--- src/rtl/pbs_pkg.sv ---
package pbs_pkg;

  typedef enum logic [2:0] {
    ST_RUN_REF  = 3'd0,
    ST_RUN_PLL  = 3'd1,
    ST_GAP_REF  = 3'd2,
    ST_GAP_PLL  = 3'd3,
    ST_LOCK     = 3'd4
  } pbs_state_e;

  function automatic int unsigned pbs_max(input int unsigned a, input int unsigned b);
    return (a > b) ? a : b;
  endfunction

endpackage

--- src/rtl/pbs_sync.sv ---
module pbs_sync #(
  parameter int   STAGES  = 2,
  parameter logic RST_VAL = 1'b1
) (
  input  logic clk,
  input  logic rst_n,
  input  logic d,
  output logic q
);

  logic [STAGES-1:0] chain_q;

  generate
    for (genvar g = 0; g < STAGES; g++) begin : g_stage
      if (g == 0) begin : g_first
        always_ff @(posedge clk or negedge rst_n) begin
          if (!rst_n) chain_q[0] <= RST_VAL;
          else        chain_q[0] <= d;
        end
      end else begin : g_next
        always_ff @(posedge clk or negedge rst_n) begin
          if (!rst_n) chain_q[g] <= RST_VAL;
          else        chain_q[g] <= chain_q[g-1];
        end
      end
    end
  endgenerate

  assign q = chain_q[STAGES-1];

endmodule

--- src/rtl/pbs_lock_timer.sv ---
module pbs_lock_timer #(
  parameter int LOCK_W   = 16,
  parameter int DEF_LOCK = 512
) (
  input  logic              clk,
  input  logic              rst_n,
  input  logic              arm,
  input  logic [LOCK_W-1:0] limit_in,
  input  logic              start,
  input  logic              run,
  output logic              hit,
  output logic              first
);

  localparam logic [LOCK_W-1:0] CNT_ONE = LOCK_W'(1);
  localparam logic [LOCK_W-1:0] CNT_MAX = {LOCK_W{1'b1}};

  logic [LOCK_W-1:0] lim_q;
  logic [LOCK_W-1:0] cnt_q;

  always_ff @(posedge clk or negedge rst_n) begin
    if (!rst_n) begin
      lim_q <= LOCK_W'(DEF_LOCK);
    end else if (arm) begin
      lim_q <= limit_in;
    end
  end

  always_ff @(posedge clk or negedge rst_n) begin
    if (!rst_n) begin
      cnt_q <= '0;
    end else if (start) begin
      cnt_q <= CNT_ONE;
    end else if (run && (cnt_q != CNT_MAX)) begin
      cnt_q <= cnt_q + CNT_ONE;
    end
  end

  assign hit   = run && (cnt_q >= lim_q);
  assign first = run && (cnt_q == CNT_ONE);

endmodule

--- src/rtl/pbs_seq.sv ---
module pbs_seq
  import pbs_pkg::*;
#(
  parameter int REF_GAP = 4,
  parameter int PLL_GAP = 2
) (
  input  logic clk,
  input  logic rst_n,
  input  logic byp_s,
  input  logic reprog_stb,
  input  logic lock_hit,
  output logic arm,
  output logic lock_start,
  output logic lock_run,
  output logic en,
  output logic sel_pll
);

  localparam int GW = $clog2(pbs_max(REF_GAP, PLL_GAP)) + 1;
  localparam logic [GW-1:0] REF_LAST = GW'(REF_GAP - 1);
  localparam logic [GW-1:0] PLL_LAST = GW'(PLL_GAP - 1);
  localparam logic [GW-1:0] GAP_ONE  = GW'(1);

  pbs_state_e    st_q, st_n;
  logic [GW-1:0] gap_q, gap_n;
  logic          sel_q, sel_n;
  logic          relock_q, relock_n;

  always_comb begin
    st_n       = st_q;
    gap_n      = gap_q;
    sel_n      = sel_q;
    relock_n   = relock_q;
    arm        = 1'b0;
    lock_start = 1'b0;
    unique case (st_q)
      ST_RUN_PLL: begin
        if (reprog_stb) begin
          st_n     = ST_GAP_REF;
          gap_n    = '0;
          relock_n = 1'b1;
          arm      = 1'b1;
        end else if (byp_s) begin
          st_n     = ST_GAP_REF;
          gap_n    = '0;
          relock_n = 1'b0;
        end
      end
      ST_RUN_REF: begin
        if (reprog_stb) begin
          st_n       = ST_LOCK;
          arm        = 1'b1;
          lock_start = 1'b1;
        end else if (!byp_s) begin
          st_n  = ST_GAP_PLL;
          gap_n = '0;
        end
      end
      ST_GAP_REF: begin
        if (gap_q == '0) sel_n = 1'b0;
        if (gap_q == REF_LAST) begin
          st_n       = relock_q ? ST_LOCK : ST_RUN_REF;
          lock_start = relock_q;
          relock_n   = 1'b0;
        end else begin
          gap_n = gap_q + GAP_ONE;
        end
      end
      ST_GAP_PLL: begin
        if (gap_q == '0) sel_n = 1'b1;
        if (gap_q == PLL_LAST) begin
          st_n = ST_RUN_PLL;
        end else begin
          gap_n = gap_q + GAP_ONE;
        end
      end
      ST_LOCK: begin
        if (lock_hit) begin
          st_n  = byp_s ? ST_RUN_REF : ST_GAP_PLL;
          gap_n = '0;
        end
      end
      default: begin
        st_n  = ST_RUN_REF;
        sel_n = 1'b0;
      end
    endcase
  end

  always_ff @(posedge clk or negedge rst_n) begin
    if (!rst_n) begin
      st_q     <= ST_RUN_REF;
      gap_q    <= '0;
      sel_q    <= 1'b0;
      relock_q <= 1'b0;
    end else begin
      st_q     <= st_n;
      gap_q    <= gap_n;
      sel_q    <= sel_n;
      relock_q <= relock_n;
    end
  end

  assign lock_run = (st_q == ST_LOCK);
  assign en       = (st_q == ST_RUN_REF) || (st_q == ST_RUN_PLL) || (st_q == ST_LOCK);
  assign sel_pll  = sel_q;

endmodule

--- src/rtl/pbs_clk_mux.sv ---
module pbs_clk_mux (
  input  logic clk_ref,
  input  logic clk_pll,
  input  logic en,
  input  logic sel_pll,
  output logic clk_out
);

  logic picked;

  always_comb begin
    picked  = sel_pll ? clk_pll : clk_ref;
    clk_out = en & picked;
  end

endmodule

--- src/rtl/pll_bypass_switch.sv ---
module pll_bypass_switch #(
  parameter int LOCK_W      = 16,
  parameter int DEF_LOCK    = 512,
  parameter int REF_GAP     = 4,
  parameter int PLL_GAP     = 2,
  parameter int SYNC_STAGES = 2
) (
  input  logic              clk_ref,
  input  logic              clk_pll,
  input  logic              rst_n,
  input  logic              bypass_req,
  input  logic              reprog_stb,
  input  logic [LOCK_W-1:0] lock_cnt,
  output logic              drv_en,
  output logic              src_pll,
  output logic              drv_clk,
  output logic              lock_done,
  output logic              pll_cfg_load
);

  logic byp_s;
  logic arm, lock_start, lock_run, lock_hit, lock_first;

  initial begin
    if (REF_GAP < 2 || PLL_GAP < 2 || SYNC_STAGES < 2) begin
      $error("pll_bypass_switch: gaps and synchronizer depth must be at least 2");
    end
  end

  pbs_sync #(.STAGES(SYNC_STAGES), .RST_VAL(1'b1)) u_sync (
    .clk   (clk_ref),
    .rst_n (rst_n),
    .d     (bypass_req),
    .q     (byp_s)
  );

  pbs_seq #(.REF_GAP(REF_GAP), .PLL_GAP(PLL_GAP)) u_seq (
    .clk        (clk_ref),
    .rst_n      (rst_n),
    .byp_s      (byp_s),
    .reprog_stb (reprog_stb),
    .lock_hit   (lock_hit),
    .arm        (arm),
    .lock_start (lock_start),
    .lock_run   (lock_run),
    .en         (drv_en),
    .sel_pll    (src_pll)
  );

  pbs_lock_timer #(.LOCK_W(LOCK_W), .DEF_LOCK(DEF_LOCK)) u_lock (
    .clk      (clk_ref),
    .rst_n    (rst_n),
    .arm      (arm),
    .limit_in (lock_cnt),
    .start    (lock_start),
    .run      (lock_run),
    .hit      (lock_hit),
    .first    (lock_first)
  );

  pbs_clk_mux u_mux (
    .clk_ref (clk_ref),
    .clk_pll (clk_pll),
    .en      (drv_en),
    .sel_pll (src_pll),
    .clk_out (drv_clk)
  );

  assign lock_done    = lock_hit;
  assign pll_cfg_load = lock_first;

endmodule

--- config.mk ---
export PLATFORM = sky130hd
export DESIGN_NAME = pll_bypass_switch
export DESIGN_NICKNAME = d
export VERILOG_FILES = /design/src/rtl/pbs_pkg.sv /design/src/rtl/pbs_sync.sv /design/src/rtl/pbs_lock_timer.sv /design/src/rtl/pbs_seq.sv /design/src/rtl/pbs_clk_mux.sv /design/src/rtl/pll_bypass_switch.sv
export SDC_FILE = /design/constraint.sdc
export NUM_CORES = 1
export LEC_CHECK = 0
export BUFFER_PORTS_ARGS = -buffer_cell sky130_fd_sc_hd__buf_2
export CORE_ASPECT_RATIO = 0.7
export CORE_UTILIZATION = 50
export CTS_CLUSTER_SIZE = 12
export DETAILED_ROUTE_END_ITERATION = 6
export GPL_TIMING_DRIVEN = 0
export HOLD_SLACK_MARGIN = 0.1
export PLACE_DENSITY_LB_ADDON = 0.25
export SLEW_MARGIN = 20
export SYNTH_ARGS = -nofsm -noshare
export SYNTH_HDL_FRONTEND = slang
export SYNTH_SLANG_ARGS = --single-unit
--- constraint.sdc ---
create_clock -name clk_ref -period 2.8 [get_ports clk_ref]
set_clock_uncertainty 0.15 [all_clocks]
set_input_delay 0.28 -clock clk_ref [delete_from_list [all_inputs] [get_ports clk_ref]]
set_output_delay 0.28 -clock clk_ref [all_outputs]
set_load 0.01 [all_outputs]
==> results of run 1 <==
## worst register-to-register path, cell delays in order (launching register included)
cell and delay [ns]:
sky130_fd_sc_hd__dfrtp_2 0.38, sky130_fd_sc_hd__buf_4 0.14, sky130_fd_sc_hd__ha_1 0.16, sky130_fd_sc_hd__nand3_1 0.15, sky130_fd_sc_hd__nor4_2 0.75, sky130_fd_sc_hd__nor2_1 0.24
sky130_fd_sc_hd__nor3_1 0.22, sky130_fd_sc_hd__a21oi_1 0.07
## flip-flops by register name, indices dropped and copies added (netlist names)
register and cells:
u_seq.sel_pll 1, u_lock.lim_q 16, u_seq.st_q 3, u_lock.cnt_q 16, u_seq.relock_q 1, u_sync.q 1, u_seq.gap_q 3, u_sync.chain_q 1
## power by group through the flow
stage	sequential, uW	clock [uW]	combinational (uW)
3_5_place_dp	945	39.1	908
4_1_cts	934	570	1040
5_1_grt	960	610	1220
3_3_place_gp	935	39.1	873
2_1_floorplan	903	28.0	669
6_report	942	558	1080
## worst min path at each step
stage	from	end	slack [ns]	cells past startpoint
2_1_floorplan	rst_n	u_lock.cnt_q[0]	-0.17	0
3_3_place_gp	u_sync.chain_q[0]	u_sync.q	0.20	0
3_5_place_dp	u_sync.chain_q[0]	u_sync.q	0.20	0
4_1_cts	reprog_stb	u_seq.st_q[1]	0.13	3
5_1_grt	reprog_stb	u_seq.st_q[1]	0.17	3
6_report	reprog_stb	u_seq.st_q[1]	0.17	3
## final cells by class
cell class / instances / share of cell area
Clock buffer: 11 / 0.04230
Tap cell: 69 / 0.02753
Buffer: 8 / 0.01197
Multi-Input combinational cell: 197 / 0.4425
Sequential cell: 42 / 0.3388
Timing Repair Buffer: 47 / 0.1077
Clock inverter: 1 / 0.001596
Inverter: 23 / 0.02753
## stage by stage
stage | worst slack [ns] | TNS [ns] | hold WS [ns] | utilization
detailed placement | 0.1828 | 0 | 0.1981 | 0.5628
CTS | 0.01542 | 0 | 0.1253 | 0.6533
global placement | 0.2247 | 0 | 0.1965 | 0.5628
global route | -0.05708 | -0.05708 | 0.1687 | 0.6557
finish | 0.01356 | 0 | 0.1742 | 0.6557
floorplan | 0.4931 | 0 | -0.1656 | -
## per-layer routing
layer,vias to the layer above,part of all wire,GRT usage
met5,-,0,0
met4,0,0.0096,0.09762
met2,66,0.41,0.3583
met3,6,0.060,0.07755
met1,1071,0.52,0.3698
li1,1073,-,-
## logic make-up (layout without fill, tap and decap cells)
group                      count (synthesis)  count (layout)
AOI/OAI and AO/OA                         54              54
xor gates and xnor gates                  11              11
adders and majority gates                 22              22
buffers and inverters                     31              90
DFF                                       42              42
muxes                                      6               6
and+or+nand+nor                          104             104
## Yosys cell counts, drive strengths merged, types with 2 or more instances
cell     instances
a2111oi          2
buf              2
ha              22
a31oi            2
nand2b           3
and4             2
mux2i            4
nor4             4
xor2             3
nor2b            7
nand2           27
nor2            18
clkbuf           6
dfrtp           39
inv             23
dfstp            3
a21oi           14
mux2             2
nand4            8
xnor2            8
nor3             8
nand3           10
o21ai           24
or3              8
nor4b            2
## placed cells by master, fill, tap and decap left out, types with 2 or more instances in the layout
master	count
sky130_fd_sc_hd__buf_2	25
sky130_fd_sc_hd__a21oi_1	14
sky130_fd_sc_hd__nand4_1	8
sky130_fd_sc_hd__ha_1	20
sky130_fd_sc_hd__dfstp_2	3
sky130_fd_sc_hd__dfrtp_2	6
sky130_fd_sc_hd__mux2i_1	4
sky130_fd_sc_hd__nor4_2	2
sky130_fd_sc_hd__dfrtp_1	33
sky130_fd_sc_hd__nor4b_1	2
sky130_fd_sc_hd__inv_1	22
sky130_fd_sc_hd__nand2b_1	2
sky130_fd_sc_hd__nor4_1	2
sky130_fd_sc_hd__a31oi_1	2
sky130_fd_sc_hd__or3_1	6
sky130_fd_sc_hd__and4_1	2
sky130_fd_sc_hd__clkbuf_8	9
sky130_fd_sc_hd__nor2b_1	7
sky130_fd_sc_hd__nor2_1	17
sky130_fd_sc_hd__xor2_1	3
sky130_fd_sc_hd__buf_4	5
sky130_fd_sc_hd__dlygate4sd3_1	18
sky130_fd_sc_hd__nor3_1	8
sky130_fd_sc_hd__clkbuf_1	7
sky130_fd_sc_hd__ha_4	2
sky130_fd_sc_hd__nand2_1	26
sky130_fd_sc_hd__or3_4	2
sky130_fd_sc_hd__a2111oi_4	2
sky130_fd_sc_hd__o21ai_0	23
sky130_fd_sc_hd__xnor2_1	8
sky130_fd_sc_hd__nand3_1	10
sky130_fd_sc_hd__mux2_2	2
## timing repair
action | 4_1_cts | 5_1_grt
pin swaps | 4 | 1
buffers inserted | 6 | 0
setup endpoints to repair | 1 | 1
hold buffers | 18 | 0
hold endpoints to repair | 56 | 0
resized for setup | 17 | 3
==> impl_summary.md, run 1 <==
Timing
Setup violations remaining at the end of the flow were counted as 0. Setup repair after global routing could not meet its margin everywhere. The clock period minus final worst setup slack is 2.786 ns. The final count of pins violating max slew came to 0. The final worst-path cycle share is 0.9952. The achievable frequency is 358.9 MHz. The relative slew slack is 0.3729. The hold violation count in the final report is 0. At the pin with the least slew margin, the transition time is 0.9406 ns.

Yosys
The portion of synthesized area spent on multiplexers is 0.02523. After synthesis, the largest family of logic cells by area is simple AND/OR/NAND/NOR gates. The most used flip-flop cell after synthesis is sky130_fd_sc_hd__dfrtp_1. Synthesis instantiated 48 different standard cells from the library. The share of synthesized cell area in and, or, nand and nor gates is 0.2215. The leading area contributor after synthesis is sky130_fd_sc_hd__dfrtp_1.

Dividing the synthesized area by the synthesized cell count gives 9.185 um2. Of the total synthesized cell area, the portion taken by XOR and XNOR cells is 0.03885. The share of the synthesized area in compound gates (AO/OA/AOI/OAI) is 0.1282. The number of instances in the synthesized netlist is 270.

After synthesis, the cell types taking the most area are sky130_fd_sc_hd__dfrtp_1 (39%), sky130_fd_sc_hd__ha_1 (11%), sky130_fd_sc_hd__o21ai_0 (4.6%). Of the synthesized area, sequential elements account for 0.4253. The fraction of the mapped netlist area in adder cells is 0.1110. Yosys printed 0 warnings.

The share of Yosys cell area claimed by the top area cell type is 0.3935. The net count after synthesis is 313. Of all flip-flops after synthesis, the portion carrying an async set or reset was 1.000. The combined area of all synthesized cells is 0.002480 mm2.

Counting flops and latches in the post-synthesis netlist gives 42. In this run, synthesis inferred 0 flip-flops with an integrated enable.

Critical path
The endpoint identified for the worst register-to-register timing path is u_lock.cnt_q[0]. The largest fanout on the critical path is 2. Measured in cells, the most critical reg-to-reg path has a length of 7. The largest stage delay on the critical path is 0.54 ns. The critical path contains buffers and inverters numbering 2 combined. Traced cell by cell, the critical path runs through inv_2 -> ha_4 -> nand2_2 -> or3_4 -> a2111oi_4 -> nor4_2 -> nor2_2 -> buf_2. The worst setup slack for register-to-register paths is 0.41 ns. The critical path ends at lock_done. Tracing the worst setup path back leads to its startpoint at u_lock.lim_q[9]. On the critical path, the stage with the largest delay is an instance of sky130_fd_sc_hd__dfstp_2. Counting buffers and inverters, the worst setup path is 8 cells deep. The startpoint type of the worst setup path is a flop. The family with the most delay on the worst path is simple AND/OR/NAND/NOR gates.

The startpoint identified for the worst register-to-register timing path is u_lock.cnt_q[0]. The worst setup path category is flop to primary output. The worst setup path is captured at a primary output. The arrival time reported for the critical path endpoint is 2.36 ns. STA puts the critical path data required time at 2.37 ns.

Finish
In the final layout, the multi-input gates occupy 0.001388 mm2. The number of diodes added for antenna fixing is 0. At the end of the flow, the number of nets in the layout was 371. The finished layout holds 398 standard cells, fillers aside.

After filler insertion, the fill cell instance count of the layout stands at 399. The area of all sequential standard cells is 0.001062 mm2. The share of cells above drive strength 1 is 0.2006.

The synthesis-to-finish area growth is 26.44%. The post-route cell area is 0.003136 mm2.

Route
The total number of vias is 2216. The DRC violation total after the first TritonRoute iteration is 120. The remaining antenna violation count after routing is 0. The final wirelength is 6.173 mm. After detailed routing, the average wire length per cell comes to 15.51 um. The number of vias per cell after detailed routing is 5.568.

The first detailed-routing pass took 4 iterations. The count of unresolved DRC violations after routing is 0.

Pwr
Power spread over the standard cell area amounts to 823.9 mW/mm2. Of the total power, the clock network draws 0.216. Of the total power, the share spent switching nets is 0.3934. The internal cell power is 1567 uW. The cell leakage power is 0.001401 uW.

VDD sags by at most 0.3059 mV. Total power for the finished layout comes to 2583 uW. The net switching component of the power is 1016 uW.

The share of total power dissipated in combinational logic is 0.419. The sequential power share is 0.365.

Floorplan
The number of rows in the core area is 21. The number of top-level pins is 26. The die is 60.92 um tall. The core region is 0.004782 mm2.

The floorplan step defined a die boundary enclosing 0.005250 mm2. The effective utilization at floorplan is 0.5186. The die is 86.18 um wide.

Place
The final weighted congestion of routability-driven global placement is 0.8107. Port buffering added 25 buffers. The HPWL reported at the end of detailed placement is 4.055 mm. The cell count after placement is 364. After detailed placement, the total cell area comes to 0.002691 mm2.

Job
The max-capacitance violation count is 0.

GRT
The leftover overflow at the end of global routing is 0. Entering global routing, the biggest net connects 43 pins. The number of global-route vias before repair is 2062.

The wire length of the first global-routing pass is 9.880 mm. The number of antenna violations at the first check in global routing is 0. Across every metal layer, demand over resource in global routing totals 0.2553.

Run status
The run finished with clean final reports.

Clocking
The later pin in the worst-skew pair is clocked with a latency of 0.40 ns. After clock tree synthesis, the clock-pin slew on the worst setup and hold paths is 0.08 ns. TritonCTS built the clock tree.

Min path
The worst min-delay path class is primary input to flop.
Power figures use the tool's default switching activity.
==> run 2, diff against run 1 <==
==> constraint.sdc (replaced) <==
create_clock -name clk_ref -period 2.8 [get_ports clk_ref]
set_clock_uncertainty 0.15 [all_clocks]
set_input_delay 0.56 -clock clk_ref [delete_from_list [all_inputs] [get_ports clk_ref]]
set_output_delay 0.56 -clock clk_ref [all_outputs]
set_load 0.01 [all_outputs]
==> run 2 against run 1 <==
The run now ends with negative setup slack left. Worst hold slack got worse by 0.026 ns. Utilization fell by 3.0 points. Die area did not move. Critical path depth did not move. Sequential cell count did not move. Setup slack got worse by 0.22 ns. Power fell by 0.52%. Critical path type unchanged. Largest power group unchanged. Highest routed layer unchanged.
==> impl_summary.md, run 2 (synthesis gave the netlist of run 1 again) <==
Timing
The hold violation count in the final report is 0. In the finished design, the share of the clock period the worst path needs comes to 1.075. Setup repair after global routing could not meet its margin everywhere.

The clock period minus final worst setup slack is 3.010 ns. The final count of pins violating max slew was 0. The relative slew slack is 0.3774. The total negative slack is -0.2096 ns. Setup violations remaining at the end of the flow were counted as 1.

The achievable frequency is 332.3 MHz. Once routing completed, OpenROAD measured the worst setup slack at -0.2096 ns. At the pin with the least slew margin, the transition time is 0.9339 ns.

Finish
Once layout is complete, the cells apart from fillers number 384. The final net count is 357. 0 antenna diodes ended up in the layout. From synthesis to final layout, the design area changed by 20.64%. Of the cells placed in the final design, the portion with a size suffix greater than 1 is 0.2222. Leaving out fill and tap cells, the most frequent cells in the layout are sky130_fd_sc_hd__dfrtp_1 (33), sky130_fd_sc_hd__nand2_1 (27), sky130_fd_sc_hd__buf_2 (25), sky130_fd_sc_hd__o21ai_0 (23), sky130_fd_sc_hd__inv_1 (21). The largest registers in the layout are u_lock.cnt_q (16), u_lock.lim_q (16). The most common library cell in the layout ignoring fill and taps is sky130_fd_sc_hd__dfrtp_1.

Route
In the routed design, unresolved DRC markers number 0. For this block, the via count after detailed routing is 2150. Once detail routing completed, the nets flagged for antenna violations numbered 0. The first-pass detailed-route iteration total is 4. The number of vias per cell after detailed routing is 5.599.

The final wirelength is 5.964 mm. After detailed routing, the average wire length per cell comes to 15.53 um. The DRC violation total after the first TritonRoute iteration is 139.

GRT
Across every metal layer, demand over resource in global routing totals 0.2508. The number of global-route vias before repair is 1994. Entering global routing, the biggest net connects 43 pins. The number of antenna violations at the first check in global routing is 0. The leftover overflow at the end of global routing is 0.

The wire length of the first global-routing pass is 9.660 mm.

Floorplan
The core region is 0.004782 mm2. The horizontal die dimension is 86.18 um. The effective utilization at floorplan is 0.5186. The die area is 0.005250 mm2. The number of top-level pins is 26. The initialized floorplan defines 21 standard-cell rows. The die height is 60.92 um.

Run status
The flow ran to the end, but the final reports show violations. The final reports fail on negative setup slack.

Pwr
VDD sags by at most 0.3046 mV. For this design the ratio of total power to cell area is 859.1 mW/mm2. The cell leakage power is 0.001344 uW.

Critical path
The startpoint type of the worst setup path is a flop. By startpoint and endpoint, the worst setup path is classified as flop to primary output. The reg-to-reg startpoint is u_lock.cnt_q[0]. Of all nets on the critical path, the largest fanout is 2. STA puts the critical path data arrival time at 2.30 ns. The worst setup path is captured at a primary output.

In this run the worst setup path begins at u_lock.cnt_q[0]. The data required time of the critical path is 2.09 ns.

Place
In this run the tool buffered the top-level ports with 25 buffer cells. Counting tap cells, the placed design contains a total of 364 instances. The HPWL reported at the end of detailed placement is 4.055 mm. The final weighted congestion of routability-driven global placement is 0.8107.

Min path
The tightest min-delay check is of the primary input to async pin type.

Job
The tool flagged a number of max-cap violations equal to 0.

Clocking
Clock latency on the worst-skew pair, taken at its later pin, is 0.40 ns. The clock-pin slew on the worst setup and hold paths is 0.09 ns. TritonCTS built the clock tree.
-- run 2: repair_timing --
action                     4_1_cts  5_1_grt
setup buffers                    7        2
hold endpoints to repair         1        0
cloned                           0        0
pin swaps                        4        3
setup endpoints to repair        1        2
hold buffers                     1        0
gates resized for setup         17        4
-- run 2: final timing paths --
path,end,slack (ns),cells after the start
setup / recovery,lock_done,-0.21,8
hold / removal,u_lock.cnt_q[4],0.15,1
setup reg to reg,u_lock.cnt_q[0],0.23,9
hold reg to reg,u_sync.q,0.21,0
max in group asynchronous,u_lock.cnt_q[0],1.71,1
min in group clk_ref,u_sync.q,0.21,0
-- run 2: layout make-up --
cell class                      instances  area (um2)
Buffer                                  8       37.54
Clock buffer                           11       132.6
Clock inverter                          1       5.005
Fill cell                             424        1790
Inverter                               23       86.33
Multi-Input combinational cell        197        1391
Sequential cell                        42        1062
Tap cell                               69       86.33
Timing Repair Buffer                   33       190.2
-- run 2: power by group --
| group | switching (uW) | total (uW) | internal [uW] |
|---|---|---|---|
| logic | 626 | 1080 | 450 |
| clock network | 243 | 555 | 312 |
| registers | 139 | 939 | 799 |
-- run 2: metal layers --
metal | vias to the layer above | routed length (um) | track usage
met5 | - | 0 | 0
met4 | 0 | 31 | 0.09762
met3 | 2 | 415 | 0.07755
met2 | 67 | 2493 | 0.3424
met1 | 1036 | 3023 | 0.3689
li1 | 1045 | - | -
-- run 2: stage by stage --
step | cell area [um2] | setup slack [ns] | power (uW) | util | hold WS, ns
finish | 2992 | -0.2096 | 2570 | 0.6256 | 0.1485
global placement | 2691 | -0.05529 | 1847 | 0.5628 | 0.1965
floorplan | 2480 | 0.2131 | 1600 | - | 0.1144
detailed placement | 2691 | -0.09719 | 1893 | 0.5628 | 0.1981
CTS | 2962 | -0.2588 | 2537 | 0.6193 | 0.1745
global route | 2992 | -0.3343 | 2793 | 0.6256 | 0.2062
-- run 2: worst max-delay path, stage by stage, from the launching register on --
cell and delay [ns]:
sky130_fd_sc_hd__dfrtp_2 0.38, sky130_fd_sc_hd__inv_2 0.04, sky130_fd_sc_hd__ha_1 0.28, sky130_fd_sc_hd__nand2b_4 0.15
sky130_fd_sc_hd__a2111oi_4 0.39, sky130_fd_sc_hd__a2111oi_4 0.10, sky130_fd_sc_hd__nor4_2 0.36, sky130_fd_sc_hd__nor2_2 0.06
sky130_fd_sc_hd__buf_2 0.14
